<file path="config.mk">
export PLATFORM = sky130hd
export DESIGN_NAME = ecc_core
export DESIGN_NICKNAME = d
export VERILOG_FILES = /design/src/rtl/ecc_pkg.sv /design/src/rtl/ecc_ham_gen.sv /design/src/rtl/ecc_decode.sv /design/src/rtl/ecc_byte_par.sv /design/src/rtl/ecc_core.sv
export SDC_FILE = /design/constraint.sdc
export NUM_CORES = 1
export LEC_CHECK = 0
export ABC_AREA = 1
export BUFFER_PORTS_ARGS = -buffer_cell sky130_fd_sc_hd__buf_2
export CORE_ASPECT_RATIO = 1.4
export CORE_MARGIN = 4
export CORE_UTILIZATION = 31
export DETAILED_ROUTE_END_ITERATION = 12
export PLACE_DENSITY_LB_ADDON = 0.3
export SYNTH_ARGS = -nofsm -noshare
export SYNTH_HDL_FRONTEND = slang
export SYNTH_HIERARCHICAL = 1
export SYNTH_SLANG_ARGS = --single-unit
</file>
<file path="constraint.sdc">
create_clock -name clk -period 4.5 [get_ports clk]
set_input_delay 0.225 -clock clk [delete_from_list [all_inputs] [get_ports clk]]
set_output_delay 0.225 -clock clk [all_outputs]
set_load 0.03 [all_outputs]
</file>
<file path="src/rtl/ecc_pkg.sv">
package ecc_pkg;

    localparam int DATA_W = 16;
    localparam int HAM_W  = 5;
    localparam int CHK_W  = HAM_W + 1;
    localparam int CW_POS = DATA_W + HAM_W;
    localparam int BYTE_W = 8;
    localparam int NBYTES = DATA_W / BYTE_W;

    typedef logic [DATA_W-1:0] word_t;
    typedef logic [CHK_W-1:0]  chk_t;
    typedef logic [HAM_W-1:0]  syn_t;

    typedef struct packed {
        logic any;
        logic e1;
        logic e0;
    } eflags_t;

    localparam eflags_t FL_NONE = 3'b000;
    localparam eflags_t FL_CHK  = 3'b110;
    localparam eflags_t FL_DATA = 3'b111;
    localparam eflags_t FL_DBL  = 3'b100;

    typedef enum logic [1:0] {
        RS_IDLE,
        RS_HOLD,
        RS_WATCH
    } rstate_t;

    // Codeword position (1-based) of data bit idx: positions skip powers of two.
    function automatic syn_t data_pos(input int idx);
        int   seen;
        syn_t r;
        seen = 0;
        r    = '0;
        for (int p = 1; p <= CW_POS; p++) begin
            if ((p & (p - 1)) != 0) begin
                if (seen == idx) r = syn_t'(p);
                seen++;
            end
        end
        return r;
    endfunction

    // Data bits covered by Hamming bit k.
    function automatic word_t cover_mask(input int k);
        word_t m;
        syn_t  pos;
        m = '0;
        for (int i = 0; i < DATA_W; i++) begin
            pos  = data_pos(i);
            m[i] = pos[k];
        end
        return m;
    endfunction

    function automatic logic is_pow2(input syn_t s);
        return (s != '0) && ((s & (s - syn_t'(1))) == '0);
    endfunction

endpackage

</file>
<file path="src/rtl/ecc_ham_gen.sv">
module ecc_ham_gen
    import ecc_pkg::*;
(
    input  word_t data,
    output syn_t  ham
);
    for (genvar k = 0; k < HAM_W; k++) begin : g_bit
        localparam word_t MASK = cover_mask(k);
        assign ham[k] = ^(data & MASK);
    end
endmodule

</file>
<file path="src/rtl/ecc_decode.sv">
module ecc_decode
    import ecc_pkg::*;
(
    input  word_t   data,
    input  chk_t    chk,
    output word_t   fixed,
    output eflags_t flags
);
    syn_t  ham_now;
    syn_t  syn;
    logic  odd;
    word_t flip;

    ecc_ham_gen u_regen (
        .data (data),
        .ham  (ham_now)
    );

    assign syn = ham_now ^ chk[HAM_W-1:0];
    assign odd = ^{data, chk};

    always_comb begin
        if (!odd) begin
            flags = (syn == '0) ? FL_NONE : FL_DBL;
        end else if ((syn == '0) || is_pow2(syn)) begin
            flags = FL_CHK;
        end else if (int'(syn) <= CW_POS) begin
            flags = FL_DATA;
        end else begin
            flags = FL_DBL;
        end
    end

    for (genvar i = 0; i < DATA_W; i++) begin : g_flip
        localparam syn_t POS = data_pos(i);
        assign flip[i] = (flags == FL_DATA) && (syn == POS);
    end

    assign fixed = data ^ flip;
endmodule

</file>
<file path="src/rtl/ecc_byte_par.sv">
module ecc_byte_par
    import ecc_pkg::*;
(
    input  word_t             data,
    output logic [NBYTES-1:0] par
);
    for (genvar b = 0; b < NBYTES; b++) begin : g_byte
        assign par[b] = ^data[b*BYTE_W +: BYTE_W];
    end
endmodule

</file>
<file path="src/rtl/ecc_core.sv">
module ecc_core
    import ecc_pkg::*;
(
    input  logic              clk,
    input  logic              rst,
    input  logic              hold_mode,
    input  logic              wr_valid,
    output logic              wr_ready,
    input  logic [DATA_W-1:0] wr_data,
    output logic              mem_wr_valid,
    input  logic              mem_wr_ready,
    output logic [DATA_W-1:0] mem_wr_data,
    output logic [CHK_W-1:0]  mem_wr_chk,
    input  logic              rd_valid,
    output logic              rd_ready,
    input  logic [DATA_W-1:0] rd_data,
    input  logic [CHK_W-1:0]  rd_chk,
    output logic              cpu_valid,
    input  logic              cpu_ready,
    output logic [DATA_W-1:0] cpu_data,
    output logic [NBYTES-1:0] cpu_par,
    output logic              cpu_fix,
    output logic              err_any,
    output logic              err_e1,
    output logic              err_e0
);
    // ---------------- write path ----------------
    syn_t wr_ham;

    ecc_ham_gen u_wgen (
        .data (wr_data),
        .ham  (wr_ham)
    );

    assign mem_wr_valid = wr_valid;
    assign wr_ready     = mem_wr_ready;
    assign mem_wr_data  = wr_data;
    assign mem_wr_chk   = {(^wr_data) ^ (^wr_ham), wr_ham};

    // ---------------- read path ----------------
    rstate_t st, st_nxt;
    word_t   held_data;
    chk_t    held_chk;
    word_t   fixed_data;
    eflags_t flags;
    word_t   out_data;
    logic    accept;

    ecc_decode u_dec (
        .data  (held_data),
        .chk   (held_chk),
        .fixed (fixed_data),
        .flags (flags)
    );

    assign accept = rd_valid && rd_ready;

    always_comb begin
        rd_ready  = 1'b0;
        cpu_valid = 1'b0;
        cpu_fix   = 1'b0;
        out_data  = rd_data;
        st_nxt    = st;
        if (st == RS_HOLD) begin
            cpu_valid = 1'b1;
            out_data  = fixed_data;
            if (cpu_ready) st_nxt = RS_IDLE;
        end else if ((st == RS_WATCH) && (flags == FL_DATA)) begin
            cpu_valid = 1'b1;
            cpu_fix   = 1'b1;
            out_data  = fixed_data;
            if (cpu_ready) st_nxt = RS_IDLE;
        end else if (hold_mode) begin
            rd_ready = 1'b1;
            st_nxt   = rd_valid ? RS_HOLD : RS_IDLE;
        end else begin
            rd_ready  = cpu_ready;
            cpu_valid = rd_valid;
            out_data  = rd_data;
            st_nxt    = (rd_valid && cpu_ready) ? RS_WATCH : RS_IDLE;
        end
    end

    always_ff @(posedge clk) begin
        if (rst) begin
            st        <= RS_IDLE;
            held_data <= '0;
            held_chk  <= '0;
        end else begin
            st <= st_nxt;
            if (accept) begin
                held_data <= rd_data;
                held_chk  <= rd_chk;
            end
        end
    end

    ecc_byte_par u_par (
        .data (out_data),
        .par  (cpu_par)
    );

    assign cpu_data = out_data;
    assign err_any  = flags.any;
    assign err_e1   = flags.e1;
    assign err_e0   = flags.e0;
endmodule

</file>
### After elaboration in Yosys (flattened, before gate mapping)

Index checks and enable logic that the tools add are counted.

* equality and inequality tests: 19
* reductions and logical operators: 39
* multipliers: 0
* bitwise operators: 4
* $add $sub $neg: 1
* div/mod/pow operators: 0
* muxes and demuxes: 20
* $lt $le $gt $ge: 1
* shift-type cells: 0

Operator list (number)
* 16-bit XOR reduction: 11
* 5-bit by 4-bit == test with 1-bit output (second input constant): 7
* 16-bit 2-to-1 mux: 2
* 5-bit == test (second input constant): 5
* 22-bit XOR reduction: 1
* 1-bit logical AND: 20
* 8-bit XOR reduction: 2
* 16-bit bitwise XOR: 1
* 5-bit by 3-bit == test with 1-bit output (second input constant): 3
* 2-bit 2-to-1 mux: 6
* 5-bit logical NOT: 2
* 1-bit 2-to-1 mux: 9
* 3-bit 2-to-1 mux: 3
* 5-bit bitwise AND: 1
* 5-bit by 2-bit == test with 1-bit output (second input constant): 1
* 5-bit less-or-equal comparator (second input constant): 1
* 5-bit nonzero test: 1
* 5-bit XOR reduction: 1
* 5-bit by 1-bit subtractor with 5-bit output (second input constant): 1
* 5-bit bitwise XOR: 1
* 3-bit == test (second input constant): 1
* 2-bit by 1-bit == test with 1-bit output (second input constant): 1
* 2-bit == test (second input constant): 1
* 1-bit logical OR: 1
* 1-bit bitwise XOR: 1

* input bits: 45
* register bits: 24
* memories: 0
* logic and storage cells: 87
* bits in read-only memories: 0
* latch bits: 0
* output and inout bits: 48
* memory bits (writable): 0

### Depth between registers and ports, before layout

* depth in word-level cells: 15
* depth in mapped cells: 33
* gate-level depth less buffers: 30

### Hierarchy

Netlist, hierarchy kept.

By module, submodules not included
* ecc_core: area an instance 1876.8 um2, cells an instance 328, times used 1, seq. area each 480.5 um2
* ecc_decode: area an instance 1104.8 um2, cells an instance 217, times used 1, seq. area each 0.0 um2
* ecc_ham_gen: area an instance 469.2 um2, cells an instance 101, times used 2, seq. area each 0.0 um2
* ecc_byte_par: area an instance 352.8 um2, cells an instance 94, times used 1, seq. area each 0.0 um2

### Least setup slack after synthesis

Ideal clock, no wire load.

* kind: register to output
* start: register held_data[10]
* end: output port cpu_par[1]
* data required time: 4.275 ns
* cell stages (with the launch flop): 32
* path slack: 0.361 ns
* path buffers: 3
* arrival time: 3.914 ns
* cell sequence: dfxtp_1 inv_1 nand2_1 nand2_1 inv_1 nand2_2 nand2_1 nand2_1 nand3_1 nand2_1 xnor2_1 inv_1 nand2_1 a21oi_1 a21oi_4 inv_4 nor2_8 buf_12 nand3_2 nor3_4 nor2_4 buf_6 buf_4 nand2_1 nand2_1 inv_1 nand2_1 nand2_1 nand2_1 nand2_1 nand2_1 nand2_1

* word-level cells in the longest chain between the ends: 15
* elaborated cells on any way between the ends: 40
* classes of those cells: 1 x add/sub; 1 x order compare; 9 x eq/ne; 6 x mux; 3 x bitwise; 20 x reduce/logical

Ends and longest elaborated chain
* start: declaration: RTL line ecc_core.sv:42 `word_t held_data;`
* start signal: assignment: RTL line ecc_core.sv:92 `held_data <= rd_data;`
* 16-bit XOR reduction (*): RTL line ecc_ham_gen.sv:9 `assign ham[k] = ^(data & MASK);`
* net u_dec.ham_now[2]: RTL line ecc_decode.sv:9 `syn_t ham_now;`
* 5-bit bitwise XOR (*): RTL line ecc_decode.sv:19 `assign syn = ham_now ^ chk[HAM_W-1:0];`
* 5-bit by 1-bit subtractor with 5-bit output: RTL line ecc_pkg.sv:59 `return (s != '0) && ((s & (s - syn_t'(1))) == '0);`
* 5-bit bitwise AND: RTL line ecc_pkg.sv:59
* 5-bit logical NOT: RTL line ecc_pkg.sv:59
* 1-bit logical AND: RTL line ecc_pkg.sv:59
* 1-bit logical OR: RTL line ecc_decode.sv:25 `end else if ((syn == '0) || is_pow2(syn)) begin`
* [2 not listed]
* net err_e0: RTL line ecc_core.sv:25 `output logic err_e0`
* 3-bit == test (*): RTL line ecc_decode.sv:36, ecc_core.sv:68
* 1-bit logical AND: RTL line ecc_decode.sv:36 `assign flip[i] = (flags == FL_DATA) && (syn == POS);`
* 16-bit bitwise XOR: RTL line ecc_decode.sv:39 `assign fixed = data ^ flip;`
* 16-bit 2-to-1 mux: RTL line ecc_core.sv:68 `end else if ((st == RS_WATCH) && (flags == FL_DATA)) begin`
* 16-bit 2-to-1 mux (*): RTL line ecc_core.sv:64 `if (st == RS_HOLD) begin`
* net cpu_data[12]: RTL line ecc_core.sv:20 `output logic [DATA_W-1:0] cpu_data,`
* 8-bit XOR reduction (*): RTL line ecc_byte_par.sv:8 `assign par[b] = ^data[b*BYTE_W +: BYTE_W];`
* end: declaration: RTL line ecc_core.sv:21 `output logic [NBYTES-1:0] cpu_par,`

The timed path passes the listed nets; every way through them passes the cells marked *.

### Worst setup path in the final report

* start: register held_data[10]
* end: output port cpu_par[0]

* word-level cells in the longest chain between the ends: 15
* elaborated cells on any way between the ends: 40
* classes of those cells: 1 x add/sub; 1 x order compare; 9 x eq/ne; 6 x mux; 3 x bitwise; 20 x reduce/logical

Ends and longest elaborated chain
* 16-bit XOR reduction (*): RTL line ecc_ham_gen.sv:9
* net u_dec.ham_now[2]: RTL line ecc_decode.sv:9
* 5-bit bitwise XOR (*): RTL line ecc_decode.sv:19
* 5-bit by 1-bit subtractor with 5-bit output: RTL line ecc_pkg.sv:59
* 5-bit bitwise AND: RTL line ecc_pkg.sv:59
* 5-bit logical NOT: RTL line ecc_pkg.sv:59
* 1-bit logical AND: RTL line ecc_pkg.sv:59
* 1-bit logical OR: RTL line ecc_decode.sv:25
* 3-bit 2-to-1 mux: RTL line ecc_decode.sv:25
* 3-bit 2-to-1 mux: RTL line ecc_decode.sv:23 `if (!odd) begin`
* 3-bit == test: RTL line ecc_decode.sv:36, ecc_core.sv:68
* 1-bit logical AND: RTL line ecc_decode.sv:36
* 16-bit bitwise XOR: RTL line ecc_decode.sv:39
* 16-bit 2-to-1 mux: RTL line ecc_core.sv:68
* 16-bit 2-to-1 mux (*): RTL line ecc_core.sv:64
* 8-bit XOR reduction (*): RTL line ecc_byte_par.sv:8

Marked as above.

==> reports/qor.tcl <==
set qor(outcome) {complete, no violations}
set qor(most_common_flop_cell_mapped_by_yosys) {dfxtp_1}
set qor(syn-cell-area_mm2) 0.00427
set qor(hold_viol) 0
set qor(timing.hold.worst.start) {rst}
set qor(min_period_over_period_pct) 89.4
set qor(pin_slew_with_the_least_headroom_to_its_limit_ns) 0.767
set qor(floorplan.initialDensity_pct) 31.8
set qor(tritoncts) {done}
set qor(timing.critical_path.to_type) {primary output}
set qor(timing.setup.tns_ns) 0
set qor(cts.root.buffer_cell) {clkbuf_16}
set qor(synth_fp_nets) 886
set qor(clkSlewWorstSetupHoldPaths_ns) 0.07
set qor(first_global_vias) 4288
set qor(skew_ns) 0.00616
set qor(max_slew_margin_pct) 48.8
set qor(clock_tree.htree_level_count) 1
set qor(cts.sinks) 24
set qor(finalSetupViolCount) 0
set qor(areaGrowthSynthToFinish_pct) 14.6
set qor(final.setup.worst_slack_ns) 0.477
set qor(dr.pass1.iters) 4
set qor(setup.reg_to_reg.worst_slack_ns) 1.00
set qor(fill_cell_count) 1543
set qor(cpMaxStageDelayCell) {dfxtp_1}
set qor(synth-edff-count) 0
set qor(worst_ep_arrival_time_ns) 3.80
set qor(most_common_cell_after_layout_fill_and_taps_aside) {nand2_1}
set qor(finalWirelength_um) 11500
set qor(grt_max_degree) 26
set qor(die_area_mm2) 0.0158
set qor(reg2reg_from) {held_data[13]$_SDFFE_PP0P_}
set qor(setup.worst_path.start) {held_data[10]$_SDFFE_PP0P_}
set qor(crit_path_max_incr_delay_ns) 0.45
set qor(final_antenna_net_count) 0
set qor(place_congestion) 0.946
set qor(hold_path_cells) 2
set qor(global_route_wire_length_before_repair_um) 18900
set qor(synth-seq-area-share_pct) 11.2
set qor(number_of_placement_rows) 50
set qor(grt_use_met2_pct) 28.7
set qor(p_leak_nw) 3.00
set qor(pin_count) 93
set qor(post_synth_cell_types) 33
set qor(die_height_um) 147
set qor(layout.nets) 962
set qor(track_usage_pct) 14.3
set qor(critical_path_required_ns) 4.28
set qor(dp_hpwl_um) 9610
set qor(detailroute.via_count) 4828
set qor(crit-reg2reg-capture) {held_data[0]$_SDFFE_PP0P_}
set qor(ys_async_sr_fraction_pct) 0
set qor(rsz0062_at_grt) {no}
set qor(die_x_um) 107
set qor(path_class) {register to primary output}
set qor(crit_path_frequent_cell) {nand2_1}
set qor(kind_of_launch_point_of_the_worst_setup_path) {register}
set qor(fmax_mhz) 249
set qor(cts_inserted_buffers) 3
set qor(diodes) 0
set qor(path_max_fanout) 11
set qor(cap_viol_max_count) 0
set qor(rr_worst_depth) 20
set qor(gr-total-overflow) 0
set qor(report.final.slew_viol_count) 0
set qor(pre_cts_ws_ns) 0.497
set qor(core_mm2) 0.0135
set qor(remaining_drc_errors) 0
set qor(synth.ff_latch_count) 24
set qor(worstHoldEndpoint) {st[0]$_SDFF_PP0_}
set qor(antenna_found_initial) 0
set qor(drive_above_1_share_pct) 16.4
set qor(global_route.usage.met3_pct) 0.879
set qor(synthCells) 841
set qor(period_needed_ns) 4.02
set qor(clkLatencyLatePin_ns) 0.27
set qor(worstHoldPathType) {input port to register}
set qor(synth_warnings) 6
set qor(clockBufferDepth) 2
set qor(worst_ir_drop_vdd_uv) 240
set qor(vias_cell) 4.40
set qor(cellPowerDensity_mw_per_mm2) 362
set qor(globalRoute.busiestLayer) {met2}
set qor(avgRoutedWirePerCell_um) 10.4
set qor(io_buffers) 88
set qor(met1_usage_pct) 15.1
set qor(layout_common_cells) {nand2_1, inv_1, buf_2, nor2_1, nand3_1}
set qor(syn-mean-instance-area_um2) 5.08
set qor(first_iter_violations) 236
-- timing repair --
item	in CTS	in global routing
setup buffers	0	4
setup endpoints to repair	0	2
endpoints found under the hold margin	0	0
hold buffers	0	0
gates resized for setup	0	3
-- where the power goes --
| group | switching (mW) | internal [mW] |
|---|---|---|
| clock | 0.0851 | 0.136 |
| combinational | 0.871 | 0.411 |
| sequential | 0.0381 | 0.232 |
| total | 0.994 | 0.779 |
-- worst max-delay path by stage --
stage | end | slack, ns | depth (start not counted)
floorplan | cpu_par[1] | 0.36 | 31
global placement | cpu_par[0] | 0.52 | 30
detailed placement | cpu_par[0] | 0.50 | 30
CTS | cpu_par[0] | 0.18 | 30
global route | cpu_par[1] | 0.002 | 30
finish | cpu_par[0] | 0.48 | 30
-- synthesized netlist by cell type, types with 3 or more instances --
cell	number	area, um2
xnor2_1	26	228
nand3_1	54	270
inv_1	123	462
xor2_2	3	48.8
buf_4	19	143
nand3b_1	4	30.0
nand2_1	429	1610
buf_6	5	56.3
nor2_1	67	251
nor3_1	4	20.0
xor2_1	16	140
nand4_1	16	100
inv_2	4	15.0
a21oi_1	4	20.0
nand2_2	14	87.6
nand3_2	10	100
dfxtp_1	24	480
-- registers in the layout, summed over array words and instances, names as in the netlist --
signal / flops
st: 2
held_chk: 6
held_data: 16
-- metrics by stage --
step                      total power [mW]  util (%)  instances  instance area [um2]  hold WS [ns]
after floorplan                       1.28         -        841                 4270         0.294
after global placement                1.51      35.4       1090                 4760         0.398
after detailed placement              1.51      35.4       1090                 4760         0.403
after CTS                             1.74      36.0       1094                 4850         0.115
after global routing                  1.94      36.4       1098                 4890         0.129
final                                 1.77      36.4       1098                 4890         0.121
-- per-layer routing --
| metal | share of wire [%] | vias to the layer above |
|---|---|---|
| met5 | 0 | - |
| met1 | 40 | 2085 |
| met4 | 3.1 | 0 |
| li1 | - | 2642 |
| met2 | 54 | 80 |
| met3 | 2.9 | 21 |
-- worst max-delay path, delay by kind of cell (launching register included) --
family                    cells  cell delay, ns
xor gates and xnor gates      1            0.23
AOI/OAI and AO/OA             2            0.36
buffers and inverters         7            0.83
DFF                           1            0.45
and+or+nand+nor              20            1.65
-- cell families after synthesis --
| kind of cell | Yosys count | share of synthesized area [%] |
|---|---|---|
| DFF | 24 | 11.2 |
| buffers and inverters | 160 | 17.9 |
| xor gates and xnor gates | 45 | 9.75 |
| AOI/OAI and AO/OA | 7 | 1.23 |
| and+or+nand+nor | 605 | 59.9 |
-- area by class of cell --
| cell class | instances | area (um2) | area share, % |
|---|---|---|---|
| Inverter | 129 | 494 | 10.1 |
| Sequential cell | 24 | 480 | 9.82 |
| Tap cell | 182 | 228 | 4.65 |
| Multi-Input combinational cell | 657 | 3050 | 62.2 |
| Timing Repair Buffer | 102 | 558 | 11.4 |
| Clock buffer | 4 | 88.8 | 1.81 |
No activity file was read; power rests on OpenSTA's default activity.
